### src/rtl/tas_gate_sched.sv
module tas_gate_sched #(
  parameter int NQ    = 8,
  parameter int DEPTH = 8,
  parameter int DUR_W = 16,
  parameter int LEN_W = 16
) (
  input  logic                  clk,
  input  logic                  rst_n,
  input  logic                  tick,
  input  logic                  cfg_we,
  input  logic [$clog2(DEPTH)-1:0] cfg_addr,
  input  logic [DUR_W-1:0]      cfg_dur,
  input  logic [NQ-1:0]         cfg_mask,
  input  logic [NQ-1:0]         q_ready,
  input  logic [NQ*LEN_W-1:0]   q_len,
  input  logic                  tx_done,
  output logic [NQ-1:0]         gate_mask,
  output logic                  grant,
  output logic [$clog2(NQ)-1:0] grant_q,
  output logic                  cycle_start
);
  localparam int AW = $clog2(DEPTH);
  localparam int QW = $clog2(NQ);

  logic [DUR_W-1:0] dur_mem  [DEPTH];
  logic [NQ-1:0]    mask_mem [DEPTH];
  logic [AW-1:0]    idx;
  logic [DUR_W-1:0] cnt;
  logic [DUR_W-1:0] dur_eff, remain;
  logic             last_tick;
  logic [NQ-1:0]    elig;
  logic             pick_ok;
  logic [QW-1:0]    pick_q;

  assign dur_eff   = (dur_mem[idx] == '0) ? DUR_W'(1) : dur_mem[idx];
  assign remain    = (cnt >= dur_eff) ? '0 : dur_eff - cnt;
  assign last_tick = ({1'b0, cnt} + 1'b1) >= {1'b0, dur_eff};
  assign gate_mask = mask_mem[idx];

  for (genvar q = 0; q < NQ; q++) begin : g_elig
    assign elig[q] = q_ready[q] && gate_mask[q] &&
                     (q_len[q*LEN_W +: LEN_W] <= LEN_W'(remain));
  end

  always_comb begin
    pick_ok = 1'b0;
    pick_q  = '0;
    for (int q = 0; q < NQ; q++) begin
      if (elig[q]) begin
        pick_ok = 1'b1;
        pick_q  = QW'(q);
      end
    end
  end

  always_ff @(posedge clk) begin
    if (!rst_n) begin
      for (int e = 0; e < DEPTH; e++) begin
        dur_mem[e]  <= '0;
        mask_mem[e] <= '0;
      end
    end else if (cfg_we) begin
      dur_mem[cfg_addr]  <= cfg_dur;
      mask_mem[cfg_addr] <= cfg_mask;
    end
  end

  always_ff @(posedge clk) begin
    if (!rst_n) begin
      idx         <= '0;
      cnt         <= '0;
      cycle_start <= 1'b0;
    end else begin
      cycle_start <= 1'b0;
      if (tick) begin
        if (last_tick) begin
          cnt <= '0;
          if (idx == AW'(DEPTH-1)) begin
            idx         <= '0;
            cycle_start <= 1'b1;
          end else begin
            idx <= idx + 1'b1;
          end
        end else begin
          cnt <= cnt + 1'b1;
        end
      end
    end
  end

  always_ff @(posedge clk) begin
    if (!rst_n) begin
      grant   <= 1'b0;
      grant_q <= '0;
    end else if (grant) begin
      if (tx_done) grant <= 1'b0;
    end else if (tick && !tx_done && pick_ok) begin
      grant   <= 1'b1;
      grant_q <= pick_q;
    end
  end
endmodule


### config.mk
export PLATFORM = sky130hd
export DESIGN_NAME = tas_gate_sched
export DESIGN_NICKNAME = d
export VERILOG_FILES = /design/src/rtl/tas_gate_sched.sv
export SDC_FILE = /design/constraint.sdc
export NUM_CORES = 1
export LEC_CHECK = 0
export BUFFER_PORTS_ARGS = -buffer_cell sky130_fd_sc_hd__buf_2
export CAP_MARGIN = 20
export CELL_PAD_IN_SITES_DETAIL_PLACEMENT = 0
export CELL_PAD_IN_SITES_GLOBAL_PLACEMENT = 1
export CORE_MARGIN = 2
export CORE_UTILIZATION = 45
export DETAILED_ROUTE_END_ITERATION = 12
export MAX_ROUTING_LAYER = met4
export PLACE_DENSITY_LB_ADDON = 0.1
export SLEW_MARGIN = 0
export SYNTH_ARGS = -nofsm -noshare
export SYNTH_HDL_FRONTEND = slang
export SYNTH_SLANG_ARGS = --single-unit
### constraint.sdc
create_clock -name clk -period 9.1 [get_ports clk]
set_clock_uncertainty 0.05 [all_clocks]
set_input_delay 0 -clock clk [delete_from_list [all_inputs] [get_ports clk]]
set_output_delay 0 -clock clk [all_outputs]
set_load 0.03 [all_outputs]
* Word level (Yosys, flattened, before mapping) *
Memory sizes are Yosys's and may differ from the RTL's. A register that Yosys moved wholly into a read port is not among the register bits.
Cells that the tools add are included.

storage, ports and cells
  word-level logic and storage cells = 85
  input bits = 168
  output and inout port bits = 13
  memory bits (writable) = 192
  memories kept = 2
  register bits after elaboration = 24

cells by class
  reductions and logical operators = 25
  bitwise gates (word level) = 1
  muxes and demuxes = 37
  equal/unequal tests = 1
  $add $sub $neg = 4
  magnitude comparators = 10

memory list
  name      words  width  rd ports  clocked after memory_dff  write ports  line  source
  dur_mem   8      16     1         1                         8            25    logic [DUR_W-1:0] dur_mem [DEPTH];
  mask_mem  8      8      1         1                         8            26    logic [NQ-1:0] mask_mem [DEPTH];

operators by type and width
  cell                   number
  $le 16x16->1           8
  $mux 16                4
  $mux 3                 13
  $mux 1                 19
  $logic_and 1x1->1      18
  $add 16x1->17 const B  1
  $ge 17x16->1           1
  $add 16x1->16 const B  1
  $ge 16x16->1           1
  $logic_not 16->1       1
  $reduce_or 16->1       1
  $sub 16x16->16         1
  $mux 8                 1
  $reduce_or 8->1        1
  $reduce_and 2->1       2
  $add 3x1->3 const B    1
  $eq 3x3->1 const B     1
  $reduce_and 3->1       1
  $logic_not 1->1        1
  $not 1->1              1

* Logic depth before layout (Yosys ltp) *
Gate-level depths: netlist of the first run.

  word-level depth = 17
  mapped depth = 30
  gate-level depth less buffers = 27

* Worst setup path after synthesis of the first run *
OpenSTA, ideal clock, no wires.

  path type = flip-flop to flip-flop
  from = register with a tool-made name
  to = register grant_q[0]
  data arrival time = 6.386 ns
  library setup time = 0.116 ns
  setup slack = 2.547 ns
  buffers on the path = 2
  cell stages (with the launch flop) = 30
  cell sequence = dfxtp_1 buf_6 buf_2 mux4_2 mux2i_1 nand4_1 nor4_1 a211o_1 inv_1 ha_1 fa_1 inv_1 a21oi_1 o21bai_1 a211oi_1 o31ai_1 a31oi_1 o2111ai_1 o31ai_1 o21ai_0 ha_1 nand4_1 nor3_1 nand2_1 o31a_1 a311oi_2 nor4_4 o21ai_2 mux2i_1 nor2b_1

RTL lines
  element               line  source
  to (signal assigned)  99    grant_q <= pick_q;
  to (decl)             19    output logic [$clog2(NQ)-1:0] grant_q,

==> metrics.csv, run 1 <==
stage,metric,value,unit
critical_path,reg-to-reg endpoint,grant,
yosys,post-synth cell types,65,
critical_path,crit path DAT,8.66,ns
timing,Final period util,91.3,%
critical_path,number of cells on the critical path,28,
critical_path,r2r setup slk,0.79,ns
yosys,Synth Warn #,0,
critical_path,crit path max fanout,24,
placement,pre-CTS WS,0.990,ns
floorplan,Initial Util,45.7,%
yosys,leading area contributor after synthesis,edfxtp_1,
clock_network,clock latency on the worst-skew pair,0.53,ns
timing,RSZ-0062 raised after global routing,no,
power_and_ir_drop,P_leak,6.59,nW
clock_network,TritonCTS clock tree,yes,
yosys,Synth Instances,1183,
floorplan,io pins,181,
power_and_ir_drop,Logic pwr share,19.7,%
clock_network,clock transition at the registers of the reported paths,0.06,ns
route,number of DRC markers in iteration 0,590,
floorplan,row cnt,64,
layout,# fillers,2663,
power_and_ir_drop,"IR drop worst, VDD",0.153,mV
yosys,post-synth top area share,41.4,%
power_and_ir_drop,sequential share of power,44.6,%
timing,setup_tns,0,ns
yosys,"Seq/Total Area, Yosys",45.2,%
power_and_ir_drop,Psw,0.715,mW
global_routing,vias in the first global route,10062,
critical_path,CP endpoint,grant,
global_routing,gr usage total,24.5,%
timing,fin. max-slew vios,0,
yosys,"Cell Area, Synth",13900,um2
global_routing,largest net degree at the start of global routing,26,
yosys,Synth Net Count,1515,
outcome,outcome,"complete, no violations",
yosys,prevailing post-synth register cell,edfxtp_1,
hold_path,class of the worst hold path,input port to flop,
floorplan,die height,180,um
critical_path,Critical Path Sink Type,flop,
global_routing,GR Overflow Total,0,
layout,fraction of layout cells with a size suffix above 1,21.7,%
power_and_ir_drop,total power draw,2.61,mW
clock_network,CTS H-tree lvls,1,
timing,crit path time final,8.31,ns
route,Vias per Instance,5.51,
yosys,most common cell in the synthesized netlist,and2_1,
route,WL/cell,21.1,um
timing,Worst-Margin Slew,0.895,ns
placement,HPWL Detailed,27.3,mm
clock_network,root buf cell,clkbuf_16,
yosys,ys async rst share,0,%
route,Vias,10055,
floorplan,Die W,180,um
critical_path,CP max stage cell,dfxtp_4,
hold_path,Hold Crit Start,q_ready[2],
clock_network,clock sinks,219,
critical_path,CP top delay family,compound AO/OA/AOI/OAI gates,
power_and_ir_drop,Sw Ratio,27.3,%
critical_path,CP Buf/Inv Count,4,
route,drt drc,0,
placement,PortBufs,180,
timing,fin worst setup slack,0.789,ns
route,Post-DRT Antenna Nets,0,
layout,area grow syn2layout,18.1,%
layout,Nets,1743,
critical_path,Reg2Reg Depth,28,
timing,Hold Fails Final Rpt,0,
clock_network,post-CTS setup buffer count,0,
yosys,Seq cells post-synth,219,
power_and_ir_drop,clock network power share,35.6,%
global_routing,first-pass GRT wire length,59.4,mm
route,final WL,38.5,mm
power_and_ir_drop,Internal,1.90,mW
timing,Final setup viols,0,
yosys,Post-synth top cells,"194 x and2_1, 192 x edfxtp_1, 163 x ha_1",
clock_network,CTS max path bufs,3,
timing,Slew headroom,40.2,%
placement,GP Congestion,0.884,
power_and_ir_drop,pwr dens,159,nW/um2
critical_path,"slowest stage delay, CP",0.66,ns
layout,Ant. Diodes,0,
route,drt pass-1 iters,7,
critical_path,required time worst endpoint,9.45,ns
critical_path,crit start category,flop,
floorplan,DIE AREA,32400,um2
clock_network,CTS Buf Count,25,
floorplan,total core area,30500,um2
yosys,syn_area_per_cell,11.8,um2
yosys,cells taking the most area after synthesis,"edfxtp_1 41%, ha_1 15%, and2_1 8.7%",
timing,fmax,0.120,GHz
yosys,"EDFF count, synth",192,
critical_path,Crit Path Category,flop to flop,
global_routing,initial antenna violation count,0,
flow_run,# Max-Cap Violations,0,
## cell type report
| class | count | area (um2) | share of cell area, % |
|---|---|---|---|
| multi-input combinational | 880 | 7320 | 44.5 |
| inverter | 50 | 188 | 1.14 |
| sequential | 219 | 6310 | 38.4 |
| timing repair buffer | 235 | 1390 | 8.45 |
| clock buffer | 32 | 652 | 3.96 |
| clock inverter | 14 | 96.3 | 0.585 |
| tap | 396 | 495 | 3.01 |
## worst register-to-register path, delay by kind of cell (launching register included)
family          cells  cell delay (ns)
flops               1             0.66
simple gates        6             1.66
compound gates     13             2.80
buf+inv             4             1.07
mux                 2             0.94
fa+ha+maj           3             1.01
## routing by layer
metal | vias to the layer above | track usage (%) | wire [um]
met5 | - | - | 0
met4 | 0 | 4.29 | 615
met3 | 44 | 3.14 | 2020
met2 | 274 | 40.7 | 18600
met1 | 4842 | 32.5 | 17300
li1 | 4895 | - | -
## sequential cells by signal (all words and copies together), names as in the netlist, named ones only
| name | flops |
|---|---|
| grant | 1 |
| mask_mem | 64 |
| grant_q | 3 |
| cycle_start | 1 |
| dur_mem | 128 |
| idx | 3 |
| cnt | 16 |
## metrics by stage
step                      area (um2)  hold WS [ns]  util [%]  cells
final                          16500        0.0338      53.9   1826
after global routing           16500        0.0921      53.9   1826
after CTS                      16400        0.0284      53.9   1825
after detailed placement       15400         0.308      50.4   1748
after global placement         15400         0.309      50.4   1748
after floorplan                13900         0.121         -   1183
## worst min path at each step
stage,to,cells past startpoint
after floorplan,cycle_start,1
after global placement,grant,3
after detailed placement,grant,3
after CTS,grant_q[1],5
after global routing,grant_q[2],4
final,grant_q[1],5
## cell families (layout without fill, tap and decap cells)
logic type / after synthesis / after routing / synth area share (%)
compound gates: 165 / 165 / 7.93
xor+xnor: 25 / 25 / 1.57
fa+ha+maj: 164 / 164 / 14.8
buf+inv: 84 / 331 / 2.46
flops: 219 / 219 / 45.2
mux: 75 / 75 / 9.93
simple gates: 451 / 451 / 18.1
## layout by cell type, fill, tap and decap left out, types with 20 or more instances in the layout
| cell type | synthesis | routed |
|---|---|---|
| buf_2 | 7 | 180 |
| clkbuf_16 | 0 | 25 |
| nor2_1 | 32 | 32 |
| nor2b_1 | 25 | 25 |
| nand4_1 | 37 | 37 |
| dfxtp_1 | 27 | 25 |
| o21ai_0 | 26 | 20 |
| and2_1 | 194 | 194 |
| edfxtp_1 | 192 | 192 |
| inv_1 | 49 | 49 |
| mux4_2 | 44 | 44 |
| ha_1 | 163 | 163 |
| a21oi_1 | 60 | 60 |
| nand3_1 | 26 | 26 |
| buf_4 | 1 | 24 |
| nand2_1 | 80 | 80 |
| nand2b_1 | 22 | 22 |
| dlygate4sd3_1 | 0 | 31 |
## power groups by stage
stage	clock network, mW	registers [mW]	logic (mW)
3_5_place_dp	0	1.19	0.505
4_1_cts	0.941	1.17	0.519
6_report	0.931	1.17	0.516
2_1_floorplan	0	1.19	0.323
3_3_place_gp	0	1.19	0.500
5_1_grt	0.985	1.17	0.583
## repair_timing
action / 4_1_cts / 5_1_grt
resized for setup: 0 / 1
endpoints found under the hold margin: 201 / 0
setup endpoints to repair: 0 / 1
hold buffers: 31 / 0
(Power assumes the default switching activity.)
==> run 2, diff against run 1 <==
PLACE_DENSITY = 0.75   (was unset)
PLACE_DENSITY_LB_ADDON = unset   (was 0.1)
==> metrics.csv, run 2 (synthesis gave the netlist of run 1 again) <==
stage,metric,value,unit,change
critical_path,Reg2Reg Depth,27,,-3.6%
placement,GP Congestion,0.869,,-1.8%
critical_path,Crit Path Category,flop to flop,,
layout,"most common cell after layout, fill and taps aside",and2_1,,
critical_path,crit path max fanout,28,,+17%
critical_path,CP top delay family,compound AO/OA/AOI/OAI gates,,
floorplan,row cnt,64,,unchanged
global_routing,first-pass GRT wire length,59.3,mm,-0.13%
timing,Hold Fails Final Rpt,0,,unchanged
placement,"Cell Area, Placed",15400,um2,about the same
route,Vias per Instance,5.47,,-0.61%
critical_path,required time worst endpoint,9.44,ns,about the same
placement,dpl cells,1747,,-0.057%
clock_network,CTS max path bufs,3,,unchanged
layout,Nets,1738,,-0.29%
floorplan,Die W,180,um,unchanged
route,Vias,9950,,-1.0%
layout,Biggest register,dur_mem,,
floorplan,total core area,30500,um2,unchanged
clock_network,CTS Buf Count,23,,-8.0%
clock_network,root buf cell,clkbuf_16,,
floorplan,io pins,181,,unchanged
critical_path,crit path DAT,8.59,ns,-0.07 ns
global_routing,vias in the first global route,10379,,+3.2%
clock_network,CTS H-tree lvls,1,,unchanged
outcome,outcome,"complete, no violations",,
timing,Worst-Margin Slew,0.967,ns,+0.0722 ns
clock_network,clock latency on the worst-skew pair,0.52,ns,about the same
power_and_ir_drop,"IR drop worst, VDD",0.176,mV,+15%
global_routing,GR Overflow Total,0,,unchanged
power_and_ir_drop,pwr dens,154,nW/um2,-2.9%
layout,area grow syn2layout,17.3,%,
critical_path,Critical Path Sink Type,flop,,
layout,max reg flops,128,,unchanged
layout,# fillers,2660,,-0.11%
layout,largest registers,"dur_mem x128, mask_mem x64, cnt x16",,
route,drt pass-1 iters,5,,-2
timing,Final period util,90.7,%,-0.60 points
global_routing,largest net degree at the start of global routing,29,,+12%
critical_path,"slowest stage delay, CP",0.70,ns,+0.04 ns
route,WL/cell,20.6,um,-2.3%
clock_network,TritonCTS clock tree,yes,,
floorplan,DIE AREA,32400,um2,unchanged
clock_network,clock sinks,219,,unchanged
critical_path,crit start category,flop,,
global_routing,initial antenna violation count,1,,+1
floorplan,die height,180,um,unchanged
placement,PortBufs,180,,unchanged
timing,Slew headroom,35.4,%,-4.9 points
critical_path,CP max stage cell,dfxtp_4,,
route,final WL,37.5,mm,-2.7%
hold_path,class of the worst hold path,input port to flop,,
timing,fin. max-slew vios,0,,unchanged
global_routing,gr usage total,24.2,%,-0.30 points
floorplan,Initial Util,45.7,%,unchanged
timing,setup_tns,0,ns,unchanged
layout,fraction of layout cells with a size suffix above 1,21.4,%,-0.28 points
layout,"commonest cells after routing, fill and taps aside","194 x and2_1, 192 x edfxtp_1, 180 x buf_2, 163 x ha_1, 80 x nand2_1",,
hold_path,Hold EP,grant_q[1],,
layout,final instance count without filler cells,1818,,-0.44%
clock_network,clock transition at the registers of the reported paths,0.06,ns,about the same
timing,crit path time final,8.26,ns,-0.0549 ns
placement,HPWL Detailed,27.5,mm,+0.48%
critical_path,r2r setup slk,0.84,ns,+0.05 ns
critical_path,reg-to-reg endpoint,grant,,
flow_run,# Max-Cap Violations,0,,unchanged
critical_path,CP Buf/Inv Count,3,,-1
route,drt drc,0,,unchanged
timing,fmax,0.121,GHz,+0.66%
hold_path,worst hold stages,6,,+1
route,Post-DRT Antenna Nets,0,,unchanged
timing,Final setup viols,0,,unchanged
hold_path,Hold Crit Start,q_ready[4],,
layout,post-route cell area,16300,um2,-0.67%
route,number of DRC markers in iteration 0,656,,+11%
timing,RSZ-0062 raised after global routing,no,,
power_and_ir_drop,P_leak,6.52,nW,-1.1%
-- run 2: changes by cell type in the layout (fill, tap and decap cells not counted) --
cell	change
buf_4	-3
buf_6	+1
bufinv_16	-1
clkbuf_1	+6
clkbuf_16	-2
clkinv_1	-6
clkinv_2	-3
clkinv_4	-1
clkinvlp_4	+1
diode_2	+1
dlygate4sd3_1	-1
nand2b_1	-2
nand2b_2	+2
-- run 2: report_power, final --
group | internal [mW] | switching (mW) | total (mW)
Combinational | 0.217 | 0.300 | 0.518
Clock | 0.470 | 0.366 | 0.836
Sequential | 1.15 | 0.0173 | 1.17
Total | 1.84 | 0.684 | 2.52
-- run 2: worst max-delay path by stage --
stage | start | endpoint | cells past startpoint
2_1_floorplan | flop | grant_q[0] | 29
3_3_place_gp | flop | grant_q[0] | 28
3_5_place_dp | flop | grant_q[0] | 28
4_1_cts | flop | grant | 28
5_1_grt | flop | grant | 28
6_report | flop | grant | 27
-- run 2: layout make-up --
class | count | area (um2) | area share (%)
antenna | 1 | 2.50 | 0.0153
clock buffer | 36 | 624 | 3.82
clock inverter | 4 | 27.5 | 0.168
inverter | 50 | 188 | 1.15
timing repair buffer | 232 | 1370 | 8.38
multi-input combinational | 880 | 7330 | 44.8
tap | 396 | 495 | 3.03
sequential | 219 | 6310 | 38.6
-- run 2: what timing repair did --
| item | 4_1_cts | 5_1_grt |
|---|---|---|
| buffers inserted | 0 | 0 |
| hold buffers | 30 | 0 |
| resized for setup | 0 | 2 |
| endpoints found under the setup margin | 0 | 1 |
| endpoints found under the hold margin | 204 | 0 |
-- run 2: per-layer routing --
layer  global-route usage (%)  wire (um)  vias up
met5                        -          0        -
met3                     2.96       1940       40
met1                     30.5      16200     4762
met4                     4.20        574        0
li1                         -          -     4867
met2                     42.2      18800      281
-- run 2: per-stage QoR --
| step | total power [mW] | utilization [%] | setup WS, ns | hold slack (ns) |
|---|---|---|---|---|
| 2_1_floorplan | 1.51 | - | 2.55 | 0.121 |
| 3_3_place_gp | 1.68 | 50.4 | 1.12 | 0.309 |
| 3_5_place_dp | 1.69 | 50.4 | 0.921 | 0.318 |
| 4_1_cts | 2.54 | 53.6 | 0.401 | 0.00818 |
| 5_1_grt | 2.66 | 53.6 | 0.251 | 0.0602 |
| 6_report | 2.52 | 53.6 | 0.844 | 0.0153 |
-- run 2: worst reg2reg max path, delay by kind of cell (launching register included) --
| kind | cells | cell delay (ns) |
|---|---|---|
| compound gates | 13 | 2.80 |
| simple gates | 6 | 1.71 |
| mux | 2 | 1.20 |
| fa+ha+maj | 3 | 1.02 |
| flops | 1 | 0.70 |
| buf+inv | 3 | 0.68 |
==> run 3, diff against run 2 <==
CORE_UTILIZATION = 43   (was 45)
clock period = 7.3 ns   (was 9.1 ns; I/O delays follow)
==> metrics.csv, run 3 (synthesis gave the netlist of run 1 again) <==
stage,metric,value,unit,change
outcome,outcome,"complete, no violations",,
clock_network,CTS Buf Count,24,,+4.3%
critical_path,crit start category,flop,,
critical_path,r2r setup slk,0.52,ns,-0.33 ns
floorplan,io pins,181,,unchanged
timing,Hold Fails Final Rpt,0,,unchanged
global_routing,gr usage total,23.5,%,-0.68 points
timing,Worst-Margin Slew,0.816,ns,-0.151 ns
timing,Final period util,92.9,%,+2.2 points
critical_path,Critical Path Sink Type,flop,,
timing,fmax,0.147,GHz,+22%
critical_path,CP max stage cell,mux4_2,,
route,number of DRC markers in iteration 0,621,,-5.3%
critical_path,crit path DAT,7.14,ns,-1.45 ns
hold_path,Hold Crit Start,cfg_addr[2],,
global_routing,largest net degree at the start of global routing,31,,+6.9%
critical_path,crit path max fanout,15,,-46%
global_routing,initial antenna violation count,1,,unchanged
layout,area grow syn2layout,20.8,%,
layout,largest registers,"dur_mem x128, mask_mem x64, cnt x16",,
route,Post-DRT Antenna Nets,0,,unchanged
floorplan,die height,184,um,+2.3%
route,Vias per Instance,5.46,,-0.25%
timing,fin. max-slew vios,0,,unchanged
placement,PortBufs,180,,unchanged
floorplan,total core area,31700,um2,+4.0%
hold_path,class of the worst hold path,input port to flop,,
clock_network,clock latency on the worst-skew pair,0.53,ns,about the same
route,drt pass-1 iters,5,,unchanged
clock_network,CTS max path bufs,3,,unchanged
critical_path,reg-to-reg endpoint,grant_q[0],,
power_and_ir_drop,"IR drop worst, VDD",0.203,mV,+16%
timing,Slew headroom,45.6,%,+10 points
timing,Final setup viols,0,,unchanged
clock_network,TritonCTS clock tree,yes,,
hold_path,worst hold stages,3,,-3
layout,# fillers,2799,,+5.2%
power_and_ir_drop,pwr dens,196,nW/um2,+27%
critical_path,Crit Path Category,flop to flop,,
route,drt drc,0,,unchanged
critical_path,cell mode on critical path,buf_4,,
flow_run,# Max-Cap Violations,0,,unchanged
floorplan,Die W,184,um,+2.3%
floorplan,Initial Util,43.9,%,-1.7 points
critical_path,required time worst endpoint,7.65,ns,-1.79 ns
floorplan,DIE AREA,33900,um2,+4.6%
clock_network,clock sinks,219,,unchanged
critical_path,"slowest stage delay, CP",0.52,ns,-0.18 ns
layout,max reg flops,128,,unchanged
global_routing,vias in the first global route,10425,,+0.44%
layout,"most common cell after layout, fill and taps aside",and2_1,,
floorplan,row cnt,65,,+1.6%
global_routing,GR Overflow Total,0,,unchanged
hold_path,Hold EP,mask_mem[6][6],,
placement,HPWL Detailed,28.1,mm,+2.3%
clock_network,CTS H-tree lvls,1,,unchanged
route,WL/cell,20.5,um,-0.27%
layout,Biggest register,dur_mem,,
clock_network,clock transition at the registers of the reported paths,0.06,ns,about the same
route,Vias,10133,,+1.8%
route,final WL,38.1,mm,+1.8%
layout,"commonest cells after routing, fill and taps aside","194 x and2_1, 192 x edfxtp_1, 180 x buf_2, 163 x ha_1, 75 x nand2_1",,
layout,fraction of layout cells with a size suffix above 1,24.7,%,+3.3 points
timing,crit path time final,6.78,ns,-1.47 ns
power_and_ir_drop,P_leak,6.77,nW,+3.7%
layout,Nets,1767,,+1.7%
critical_path,Reg2Reg Depth,31,,+15%
timing,Hold Slack,0.0303,ns,+0.0150 ns
clock_network,root buf cell,clkbuf_16,,
power_and_ir_drop,total power draw,3.30,mW,+31%
global_routing,first-pass GRT wire length,58.8,mm,-0.86%
placement,GP Congestion,0.883,,+1.7%
-- run 3: worst max-delay path, delay by kind of cell (launching register included) --
family	cells	cell delay, ns
fa+ha+maj	3	0.93
simple gates	8	1.42
buf+inv	6	0.92
compound gates	11	1.89
flops	1	0.46
mux	3	0.98
-- run 3: layout make-up --
cell class                      instances  area (um2)  area share (%)
Inverter                               50         188            1.11
Timing Repair Buffer                  260        1650            9.78
Tap cell                              402         503            2.99
Clock inverter                         16         141           0.840
Sequential cell                       219        6310            37.5
Clock buffer                           28         616            3.66
Antenna cell                            1        2.50          0.0149
Multi-Input combinational cell        880        7430            44.1
-- run 3: repair_timing --
action,CTS,global route
resized for setup,4,21
hold buffers,30,0
setup buffers,2,1
pin swaps,1,3
endpoints found under the setup margin,4,4
gates cloned,0,1
endpoints found under the hold margin,206,0
-- run 3: layer usage --
metal,GRT usage (%),wire length [um],vias up
li1,-,-,4928
met1,29.2,16800,4878
met2,40.3,18500,267
met3,3.31,1920,60
met4,6.24,961,0
met5,-,0,-
-- run 3: worst max-delay path by stage --
stage | from | to | cells past startpoint
6_report | flop | grant_q[0] | 31
5_1_grt | flop | grant_q[0] | 31
4_1_cts | flop | grant_q[0] | 28
3_5_place_dp | flop | grant_q[0] | 28
3_3_place_gp | flop | grant_q[0] | 29
2_1_floorplan | flop | grant_q[0] | 29
-- run 3: where the power goes --
group | internal (mW) | switching (mW)
clock network | 0.676 | 0.489
logic | 0.291 | 0.389
registers | 1.43 | 0.0217
total | 2.40 | 0.899
-- run 3: stage by stage --
step	worst slack [ns]	util [%]	cell area, um2	cells	setup TNS, ns
5_1_grt	-0.0470	53.1	16800	1856	-0.0470
4_1_cts	0.0210	52.7	16700	1853	0
3_3_place_gp	0.122	49.2	15600	1776	0
2_1_floorplan	0.747	-	13900	1183	0
6_report	0.515	53.1	16800	1856	0
3_5_place_dp	-0.195	49.2	15600	1777	-0.640
